--- config.mk ---
export PLATFORM = sky130hd
export DESIGN_NAME = dc_trim_filter
export DESIGN_NICKNAME = d
export VERILOG_FILES = /design/src/rtl/dcf_pkg.sv /design/src/rtl/dcf_offset_est.sv /design/src/rtl/dcf_sat_sub.sv /design/src/rtl/dcf_channel.sv /design/src/rtl/dc_trim_filter.sv
export SDC_FILE = /design/constraint.sdc
export NUM_CORES = 1
export LEC_CHECK = 0
export BUFFER_PORTS_ARGS = -buffer_cell sky130_fd_sc_hd__buf_2
export CORE_MARGIN = 10
export CORE_UTILIZATION = 45
export CTS_BUF_LIST = sky130_fd_sc_hd__clkbuf_2
export DETAILED_ROUTE_END_ITERATION = 6
export PLACE_DENSITY_LB_ADDON = 0.15
export SLEW_MARGIN = 20
export SYNTH_ARGS = -nofsm -noshare
export SYNTH_HDL_FRONTEND = slang
export SYNTH_HIERARCHICAL = 1
export SYNTH_SLANG_ARGS = --single-unit
export TNS_END_PERCENT = 30
--- constraint.sdc ---
create_clock -name clk -period 13.83 [get_ports clk]
set_clock_uncertainty 0.05 [all_clocks]
set_input_delay 2.766 -clock clk [delete_from_list [all_inputs] [get_ports clk]]
set_output_delay 2.766 -clock clk [all_outputs]
set_load 0.005 [all_outputs]
--- src/rtl/dcf_pkg.sv ---
package dcf_pkg;

  typedef enum logic [1:0] {
    MODE_BYPASS = 2'd0,
    MODE_TRACK  = 2'd1,
    MODE_HOLD   = 2'd2
  } dcf_mode_e;

  function automatic dcf_mode_e mode_of(input logic en, input logic frz);
    if (!en)      return MODE_BYPASS;
    else if (frz) return MODE_HOLD;
    else          return MODE_TRACK;
  endfunction

endpackage

--- src/rtl/dcf_offset_est.sv ---
module dcf_offset_est
  import dcf_pkg::*;
#(
  parameter int DATA_W = 24,
  parameter int SHIFT  = 12
) (
  input  logic                     clk,
  input  logic                     rst,
  input  logic                     smp_valid,
  input  dcf_mode_e                mode,
  input  logic signed [DATA_W-1:0] x,
  output logic signed [DATA_W-1:0] est
);
  localparam int ACC_W = DATA_W + SHIFT;

  logic signed [ACC_W-1:0] acc;
  logic signed [ACC_W:0]   x_scaled;
  logic signed [ACC_W:0]   acc_ext;
  logic signed [ACC_W:0]   diff;
  logic signed [ACC_W:0]   step;

  assign x_scaled = {x[DATA_W-1], x, {SHIFT{1'b0}}};
  assign acc_ext  = {acc[ACC_W-1], acc};
  assign diff     = x_scaled - acc_ext;
  assign step     = diff >>> SHIFT;
  assign est      = acc[ACC_W-1:SHIFT];

  always_ff @(posedge clk) begin
    if (rst) begin
      acc <= '0;
    end else if (smp_valid) begin
      case (mode)
        MODE_BYPASS: acc <= '0;
        MODE_TRACK:  acc <= acc + step[ACC_W-1:0];
        default:     acc <= acc;
      endcase
    end
  end

  p_clear_on_bypass_r7: assert property (@(posedge clk) disable iff (rst)
    (smp_valid && mode == MODE_BYPASS) |=> (acc == '0));

  p_hold_keeps_acc_r6: assert property (@(posedge clk) disable iff (rst)
    (smp_valid && mode == MODE_HOLD) |=> $stable(acc));

  p_idle_keeps_acc_r2: assert property (@(posedge clk) disable iff (rst)
    !smp_valid |=> $stable(acc));

endmodule

--- src/rtl/dcf_sat_sub.sv ---
module dcf_sat_sub #(
  parameter int DATA_W = 24
) (
  input  logic signed [DATA_W-1:0] a,
  input  logic signed [DATA_W-1:0] b,
  output logic signed [DATA_W-1:0] y,
  output logic                     clipped
);
  localparam logic signed [DATA_W-1:0] MAX_V = {1'b0, {(DATA_W-1){1'b1}}};
  localparam logic signed [DATA_W-1:0] MIN_V = {1'b1, {(DATA_W-1){1'b0}}};

  logic signed [DATA_W:0] d;

  assign d = {a[DATA_W-1], a} - {b[DATA_W-1], b};

  always_comb begin
    clipped = (d[DATA_W] != d[DATA_W-1]);
    if (!clipped)        y = d[DATA_W-1:0];
    else if (d[DATA_W])  y = MIN_V;
    else                 y = MAX_V;
  end

  a_no_wrap_r8: assert final (clipped || (d[DATA_W-1:0] == y));

endmodule

--- src/rtl/dcf_channel.sv ---
module dcf_channel
  import dcf_pkg::*;
#(
  parameter int DATA_W = 24,
  parameter int SHIFT  = 12
) (
  input  logic                     clk,
  input  logic                     rst,
  input  logic                     smp_valid,
  input  logic                     en,
  input  logic                     frz,
  input  logic signed [DATA_W-1:0] x,
  output logic signed [DATA_W-1:0] y,
  output logic                     clip
);
  dcf_mode_e               mode;
  logic signed [DATA_W-1:0] est;
  logic signed [DATA_W-1:0] sub_y;
  logic                     sub_clip;

  assign mode = mode_of(en, frz);

  dcf_offset_est #(.DATA_W(DATA_W), .SHIFT(SHIFT)) u_est (
    .clk       (clk),
    .rst       (rst),
    .smp_valid (smp_valid),
    .mode      (mode),
    .x         (x),
    .est       (est)
  );

  dcf_sat_sub #(.DATA_W(DATA_W)) u_sub (
    .a       (x),
    .b       (est),
    .y       (sub_y),
    .clipped (sub_clip)
  );

  always_ff @(posedge clk) begin
    if (rst) begin
      y    <= '0;
      clip <= 1'b0;
    end else if (smp_valid) begin
      if (mode == MODE_BYPASS) begin
        y    <= x;
        clip <= 1'b0;
      end else begin
        y    <= sub_y;
        clip <= sub_clip;
      end
    end else begin
      clip <= 1'b0;
    end
  end

  p_bypass_passthru_r7: assert property (@(posedge clk) disable iff (rst)
    (smp_valid && !en) |=> (y == $past(x) && !clip));

endmodule

--- src/rtl/dc_trim_filter.sv ---
module dc_trim_filter #(
  parameter int DATA_W = 24,
  parameter int SHIFT  = 12
) (
  input  logic              clk,
  input  logic              rst,
  input  logic              in_valid,
  input  logic [DATA_W-1:0] in_left,
  input  logic [DATA_W-1:0] in_right,
  input  logic [1:0]        hp_enable,
  input  logic [1:0]        hp_freeze,
  output logic              out_valid,
  output logic [DATA_W-1:0] out_left,
  output logic [DATA_W-1:0] out_right,
  output logic              clip_flag
);
  localparam int NCH = 2;
  localparam logic [DATA_W-1:0] MAX_V = {1'b0, {(DATA_W-1){1'b1}}};
  localparam logic [DATA_W-1:0] MIN_V = {1'b1, {(DATA_W-1){1'b0}}};

  logic signed [DATA_W-1:0] ch_x [NCH];
  logic signed [DATA_W-1:0] ch_y [NCH];
  logic [NCH-1:0]           ch_clip;

  assign ch_x[0] = in_left;
  assign ch_x[1] = in_right;

  for (genvar c = 0; c < NCH; c++) begin : g_ch
    dcf_channel #(.DATA_W(DATA_W), .SHIFT(SHIFT)) u_ch (
      .clk       (clk),
      .rst       (rst),
      .smp_valid (in_valid),
      .en        (hp_enable[c]),
      .frz       (hp_freeze[c]),
      .x         (ch_x[c]),
      .y         (ch_y[c]),
      .clip      (ch_clip[c])
    );
  end

  always_ff @(posedge clk) begin
    if (rst) out_valid <= 1'b0;
    else     out_valid <= in_valid;
  end

  assign out_left  = ch_y[0];
  assign out_right = ch_y[1];
  assign clip_flag = |ch_clip;

  p_reset_quiet_r1: assert property (@(posedge clk)
    rst |=> (!out_valid && !clip_flag && out_left == '0 && out_right == '0));

  p_valid_follows_r2: assert property (@(posedge clk) disable iff (rst)
    in_valid |=> out_valid);

  p_no_spurious_valid_r2: assert property (@(posedge clk) disable iff (rst)
    !in_valid |=> !out_valid);

  p_clip_at_rail_r8: assert property (@(posedge clk) disable iff (rst)
    clip_flag |-> (out_left == MAX_V || out_left == MIN_V ||
                   out_right == MAX_V || out_right == MIN_V));

  p_clip_needs_valid_r9: assert property (@(posedge clk) disable iff (rst)
    clip_flag |-> out_valid);

endmodule

## Word-level counts from Yosys, hierarchy flattened

Cells that the tools add are included.

| storage, ports and cells | value |
|---|---|
| flip-flop bits (word level) | 123 |
| output and inout port bits | 50 |
| input bits | 55 |

| operators by class | value |
|---|---|
| muxes and demuxes | 12 |
| eq/ne operators | 4 |
| add/subtract/negate cells | 6 |
| bitwise gates (word level) | 1 |
| reductions and logical operators | 9 |

Operators with widths:

| cell | count |
|---|---|
| 24-bit two-way mux | 6 |
| 36-bit one-hot mux with 2 select lines | 2 |
| 36-bit by 36-bit subtractor with 37-bit output | 2 |
| 36-bit adder | 2 |
| 24-bit by 24-bit subtractor with 25-bit output | 2 |
| 2-bit two-way mux | 4 |
| 3-bit OR reduction | 2 |
| 2-bit by 1-bit equality test with 1-bit output, second input constant | 2 |
| 2-bit zero test | 2 |
| 2-bit AND reduction | 2 |
| 2-bit nonzero test | 2 |
| 1-bit != test | 2 |
| 2-bit OR reduction | 1 |
| 1-bit inverter | 1 |

## Depth between registers and ports, before layout

Gate-level depths: netlist of run 1.

| logic depth | value |
|---|---|
| depth in word-level cells | 5 |
| mapped depth | 23 |

## Hierarchy

Netlist of run 1, hierarchy kept.

By module, submodules not included:

| module | instances | area an instance (um^2) | sequential area each (um^2) | cells each |
|---|---|---|---|---|
| dcf_offset_est at g_ch[0].u_ch.u_est | 1 | 4262.8 | 720.7 | 550 |
| dcf_offset_est at g_ch[1].u_ch.u_est | 1 | 4220.3 | 720.7 | 539 |
| dcf_sat_sub | 2 | 1923.1 | 0.0 | 279 |
| dcf_channel | 2 | 1118.6 | 500.5 | 111 |
| dc_trim_filter | 1 | 32.5 | 20.0 | 3 |

## Least setup slack after synthesis of run 1

Ideal clock, no wire load.

| path | value |
|---|---|
| kind | input to register |
| start | in in_left[9] |
| end | reg g_ch[0].u_ch.u_est.acc[35] |
| library setup time | 0.141 ns |
| data arrival time | 6.721 ns |
| buffers on the path | 0 |
| required time | 13.639 ns |
| slack | 6.918 ns |
| stages on the path | 19 |
| path through | ha_1 -> a21o_1 -> a21o_1 -> a221o_1 -> a2111oi_2 -> a21boi_4 -> o31ai_4 -> a221o_1 -> a21oi_2 -> xnor2_1 -> ha_1 -> a21oi_1 -> a21oi_1 -> nor2b_1 -> a31oi_2 -> a2111oi_0 -> o31ai_1 -> o21ai_0 -> o311ai_0 |

| between the ends | value |
|---|---|
| word-level cells in the longest chain between the ends | 3 |

Ends and longest elaborated chain:

| what | line | text |
|---|---|---|
| from (decl) | dc_trim_filter.sv:8 | `input logic [DATA_W-1:0] in_left,` |
| 36-bit by 36-bit subtractor with 37-bit output | dcf_offset_est.sv:24 | `assign diff = x_scaled - acc_ext;` |
| 36-bit adder | dcf_offset_est.sv:34 | `MODE_TRACK: acc <= acc + step[ACC_W-1:0];` |
| 36-bit one-hot mux with 2 select lines | dcf_offset_est.sv:32 | `case (mode)` |
| to (signal assigned) | dcf_offset_est.sv:34 |  |
| to (decl) | dcf_offset_est.sv:16 | `logic signed [ACC_W-1:0] acc;` |

No other way between the ends.
A chain may end at the register's enable or synchronous reset.

## Worst setup path in the final report of run 1

| path | value |
|---|---|
| start | in in_right[1] |
| end | reg g_ch[1].u_ch.u_est.acc[28] |

| between the ends | value |
|---|---|
| word-level cells in the longest chain between the ends | 3 |

Ends and longest elaborated chain:

| what | line | text |
|---|---|---|
| from (decl) | dc_trim_filter.sv:9 | `input logic [DATA_W-1:0] in_right,` |
| 36-bit by 36-bit subtractor with 37-bit output | dcf_offset_est.sv:24 |  |
| 36-bit adder | dcf_offset_est.sv:34 |  |
| 36-bit one-hot mux with 2 select lines | dcf_offset_est.sv:32 |  |
| to (signal assigned) | dcf_offset_est.sv:34 |  |
| to (decl) | dcf_offset_est.sv:16 |  |

No other way between the ends.

==> flow_summary.toml, run 1 <==
[yosys]
synth_area_um2 = 14600
yosysUniqueCellTypes = 99
synthArstFlopShare_pct = 0
synth-seq-cells = 123
syn_inst = 1872
synth_nets = 2109
yosys.area.top_type = "dfxtp_1"
synth.top_cell.area_share_pct = 16.9
synth_warnings = 6
synth.yosys.seq_area_share_pct = 16.9
synth_enable_flop_cells = 0
synth_area_per_cell_um2 = 7.80
synthTopCellsByArea = "dfxtp_1 17%, ha_1 15%, xnor2_1 5.2%"
synth_flop_cell = "dfxtp_1"

[floorplan]
io_pins = 105
die_h_um = 200
die_area_um2 = 40000
die_w_um = 200
coreArea_um2 = 31800
start_util_pct = 45.9
rows = 65

[clock_network]
clock_tree.root_cell = "clkbuf_2"
cts_setup_buffers = 0
tritoncts = "done"
cts_max_level = 4
hold_buffers = 0
cts_buffers = 17
cts_buffer_depth = 2
clk_pin_slew_ps = 170
clk-insertion-delay-late_ps = 770
cts_repair_resize_count = 0
clkSinkCount = 123

[placed_design]
gp_congestion = 0.918
io_buffers = 104
dp_hpwl_um = 35900

[layout]
multi_input_area_um2 = 10800
drive_above_1_share_pct = 11.8
layout_commonest_cell = "ha_1"
area_delta_synth_final_pct = 4.22
layout_common_cells = "178 x ha_1, 172 x nor2_1, 150 x a21oi_1, 136 x inv_1, 135 x nand2_1"
regArea_um2 = 2460
num-fill-cells = 3245
final_net_count = 2121

[routing]
drtIter0Drc = 818
wl_um = 44800
dr.pass1.iters = 5
final_antenna_net_count = 0
routed-via-count = 13400
drc = 0
routed_via_density = 5.73
wl_per_cell_um = 19.2

[worst_setup_path]
endpoint_kind = "flip-flop"
path_class = "input pin to flip-flop"
worstPathRequired_ps = 14440
cp_cell_sequence = "buf_2, ha_1, a21o_1, a21oi_2, o21ai_1, o41ai_2, a21boi_1, o21a_1, o22a_1, a21o_1, a21oi_2, xnor2_1, ha_1, and2_1, nand3_1, nor3_1, a221oi_1, o211ai_2, a41oi_1, o21a_1, o21bai_1, xor2_1, a22o_1"
worstSetupStartpointType = "input pin"
worstPathArrival_ps = 7440
cpPeakStageDelay_ps = 370
crit_slowest_cell = "a221oi_1"
path_max_fanout = 5

[sta]
slew_violations = 0
worstMarginPinSlew_ps = 922
min_period_ps = 6830
maxSlewHeadroom_pct = 38.5
hold_viol = 0
fmax_mhz = 146
final-setup-viol-count = 0
finalSetupTns_ps = 0
fin_crit_sh_pct = 49.4
grt_setup_unrepaired = "no"

[power]
vdd_ir_drop_max_mv = 0.0665
p_per_area_nw_per_um2 = 81.1
p_leak_nw = 6.64
power.total_mw = 1.23

[hold_path]
hp-class = "flip-flop to flip-flop"

[global_route]
gr-total-overflow = 0
use_met1_pct = 25.8
grt_max_degree = 76
grt_pass1_vias = 13000
grt_usage_pct = 21.6
grt_use_met3_pct = 3.79
grt_pass1_wl_um = 70600
busiest_layer = "met2"
use_met2_pct = 38.8
antenna_found_initial = 1

[job]
max_cap_violations = 0

[status]
status = "completed"
==> worst max-delay path, delay by kind of cell <==
kind,cells,cell delay [ps]
AOI/OAI and AO/OA,15,3250
xor gates and xnor gates,2,280
and+or+nand+nor,3,360
adders and majority gates,2,650
buffers and inverters,1,130
==> cell usage after synthesis (39+ instances only) <==
cell,number
inv_1,136
nand3_1,44
nor2_1,172
xor2_1,39
a21oi_1,150
xnor2_1,86
a211oi_1,65
nand2_1,135
dfxtp_1,123
ha_1,178
buf_4,48
mux2i_1,49
o21ai_0,67
a21o_1,57
==> cells by family (layout without fill, tap and decap cells) <==
logic type / count (synthesis) / in the layout / share of synthesized area (%)
flip-flops: 123 / 123 / 16.9
other: 0 / 1 / 0
AND/OR/NAND/NOR: 535 / 535 / 18.0
multiplexers: 52 / 52 / 3.64
buffers and inverters: 258 / 283 / 9.00
AO/OA/AOI/OAI: 597 / 597 / 29.2
XOR/XNOR: 125 / 125 / 7.50
adder cells (fa/ha/maj): 182 / 182 / 15.8
==> where the power goes <==
part | total (mW) | internal, mW | switching (mW)
Sequential | 0.392 | 0.376 | 0.0169
Combinational | 0.569 | 0.228 | 0.341
Clock | 0.272 | 0.117 | 0.155
Total | 1.23 | 0.721 | 0.513
==> registers in the layout, indices dropped and copies added, names as in the netlist <==
register,cells
g_ch.u_ch/u_est/acc,72
g_ch.u_ch/clip,2
out_valid,1
g_ch.u_ch/y,48
==> cell type report <==
type | count | area share, %
clock inverter | 14 | 1.16
sequential | 123 | 16.2
clock buffer | 18 | 0.592
multi-input combinational | 1491 | 71.2
antenna | 1 | 0.0164
timing repair buffer | 113 | 3.90
inverter | 138 | 3.40
tap | 435 | 3.58
==> final timing paths <==
path / endpoint / slack [ps] / from / depth (start not counted)
hold reg to reg: g_ch[1].u_ch/u_est/acc[2]$_SDFFE_PP0P_ / 440 / g_ch[1].u_ch/u_est/acc[2]$_SDFFE_PP0P_ / 2
setup / recovery: g_ch[1].u_ch/u_est/acc[28]$_SDFFE_PP0P_ / 7000 / in_right[1] / 23
setup reg to reg: g_ch[0].u_ch/u_est/acc[35]$_SDFFE_PP0P_ / 8530 / g_ch[0].u_ch/u_est/acc[21]$_SDFFE_PP0P_ / 20
hold / removal: g_ch[1].u_ch/u_est/acc[2]$_SDFFE_PP0P_ / 440 / g_ch[1].u_ch/u_est/acc[2]$_SDFFE_PP0P_ / 2
==> per-layer routing <==
layer | vias to the layer above | part of all wire (%) | routed length [um]
li1 | 6761 | - | -
met1 | 6307 | 45 | 20200
met2 | 259 | 49 | 22100
met3 | 39 | 3.8 | 1710
met4 | 0 | 1.9 | 839
met5 | - | 0 | 0
==> through the flow <==
| step | cells | hold slack (ps) | cell area [um2] | utilization (%) | worst slack (ps) |
|---|---|---|---|---|---|
| floorplan | 1872 | 399 | 14600 | - | 6920 |
| global placement | 2300 | 411 | 14900 | 47.0 | 6340 |
| detailed placement | 2300 | 420 | 14900 | 47.0 | 6230 |
| CTS | 2332 | 444 | 15200 | 47.8 | 7140 |
| global route | 2333 | 462 | 15200 | 47.8 | 6740 |
| finish | 2333 | 442 | 15200 | 47.8 | 7000 |
Power figures use the tool's default switching activity.
==> run 2: changes to the inputs <==
- clock period: 13.83 -> 6.9 ns (I/O delays scaled with it)
==> run 2 against run 1 <==
Compared with the run above: die area is the same; setup slack lost 5500 ps; power grew 95%; hold slack lost 4.2 ps; sequential power grew 100%; routed wire length grew 0.86%; combinational power grew 100%.
==> flow_summary.toml, run 2 (synthesis gave the netlist of run 1 again) <==
[status]
status = "completed"

[worst_setup_path]
endpoint_kind = "flip-flop"
path_max_fanout = 7
worstSetupStartpointType = "input pin"
worstPathArrival_ps = 6080
worstPathRequired_ps = 7560
path_class = "input pin to flip-flop"

[clock_network]
cts_buffer_depth = 2
clock_tree.root_cell = "clkbuf_2"
cts_buffers = 17
clk-insertion-delay-late_ps = 830
clkSinkCount = 123
clk_pin_slew_ps = 240
tritoncts = "done"
hold_buffers = 0
cts_repair_resize_count = 0
cts_max_level = 4
cts_setup_buffers = 0

[routing]
wl_met2_um = 22400
drc = 0
routed_via_density = 5.76
final_antenna_net_count = 0
wl_per_cell_um = 19.4
dr.pass1.iters = 5
routed-via-count = 13500
wl_met1_um = 20300
drtIter0Drc = 992
wl_met3_um = 1590
top_layer_used = "met4"
wl_um = 45200

[floorplan]
coreArea_um2 = 31800
start_util_pct = 45.9
die_h_um = 200
die_w_um = 200
io_pins = 105
die_area_um2 = 40000
rows = 65

[layout]
drive_above_1_share_pct = 11.9
top_regs = "g_ch.u_ch/u_est/acc x72, g_ch.u_ch/y x48, g_ch.u_ch/clip x2"
area_delta_synth_final_pct = 3.95
layout_common_cells = "178 x ha_1, 172 x nor2_1, 150 x a21oi_1, 136 x inv_1, 135 x nand2_1"
top_register = "g_ch.u_ch/u_est/acc"
largest_reg_flops = 72
final_net_count = 2122
layout_commonest_cell = "ha_1"

[power]
power.total_mw = 2.41
p_leak_nw = 6.62
p_per_area_nw_per_um2 = 158
vdd_ir_drop_max_mv = 0.0951

[placed_design]
dp_hpwl_um = 36100
io_buffers = 104
gp_congestion = 0.911

[global_route]
grt_pass1_wl_um = 72300
grt_pass1_vias = 13200
antenna_found_initial = 1
gr-total-overflow = 0
grt_usage_pct = 22.1
grt_max_degree = 76

[sta]
hold-worst-slack_ps = 438
maxSlewHeadroom_pct = 38.8
slew_violations = 0
final-setup-viol-count = 0
worstMarginPinSlew_ps = 918
hold_viol = 0
grt_setup_unrepaired = "no"
fmax_mhz = 185
fin_crit_sh_pct = 78.5
finalSetupTns_ps = 0
min_period_ps = 5410

[job]
max_cap_violations = 0

[hold_path]
hp-class = "flip-flop to flip-flop"
==> run 2: changes by cell type in the layout (fill, tap and decap cells not counted), sizes merged <==
cell      before  now
buf          113  114
bufinv         4    2
clkinv         7    9
clkinvlp       2    3
inv          139  138
==> run 2: metal layers <==
layer  track usage [%]  vias to the layer above
met1              26.9                     6355
met3              3.09                       41
li1                  -                     6768
met5                 0                        -
met2              39.5                      290
met4              6.38                        0
==> run 2: stage by stage <==
| stage | util (%) | cell area, um2 | setup WS [ps] | cells |
|---|---|---|---|---|
| finish | 47.7 | 15200 | 1490 | 2334 |
| global route | 47.7 | 15200 | 1120 | 2334 |
| CTS | 47.7 | 15200 | 1640 | 2333 |
| detailed placement | 47.0 | 15000 | 714 | 2301 |
| global placement | 47.0 | 15000 | 783 | 2301 |
| floorplan | - | 14600 | 1370 | 1872 |
==> run 2: critical path: stages <==
cell,delay (ps)
buf_2,130
ha_1,330
and2_1,130
nand4_1,160
a211o_1,420
a311oi_4,400
o21a_1,210
o21a_1,160
o21a_1,140
nor2_1,70
ha_1,400
nand4_1,140
or4_1,580
a21o_1,240
a31oi_2,350
a2111oi_0,210
o31ai_1,330
o21bai_1,160
o311ai_0,130
==> run 2: worst paths after layout <==
kind | start | to | slack (ps) | depth (start not counted)
worst min register to register | g_ch[1].u_ch/u_est/acc[2]$_SDFFE_PP0P_ | g_ch[1].u_ch/u_est/acc[2]$_SDFFE_PP0P_ | 440 | 2
worst max register to register | g_ch[0].u_ch/u_est/acc[13]$_SDFFE_PP0P_ | g_ch[0].u_ch/u_est/acc[35]$_SDFFE_PP0P_ | 1530 | 19
worst max-delay path | in_left[1] | g_ch[0].u_ch/u_est/acc[35]$_SDFFE_PP0P_ | 1490 | 19
worst min-delay path | g_ch[1].u_ch/u_est/acc[2]$_SDFFE_PP0P_ | g_ch[1].u_ch/u_est/acc[2]$_SDFFE_PP0P_ | 440 | 2
==> run 2: where the power goes <==
group	internal [mW]	switching, mW	total (mW)
logic	0.459	0.686	1.14
registers	0.753	0.0346	0.787
clock network	0.162	0.312	0.474
total	1.37	1.03	2.41
==> run 2: layout make-up <==
cell class                      instances  area, um2
Antenna cell                            1       2.50
Clock buffer                           18       90.1
Clock inverter                         14        130
Fill cell                            3191      16600
Inverter                              138        518
Multi-Input combinational cell       1491      10800
Sequential cell                       123       2460
Tap cell                              435        544
Timing Repair Buffer                  114        601
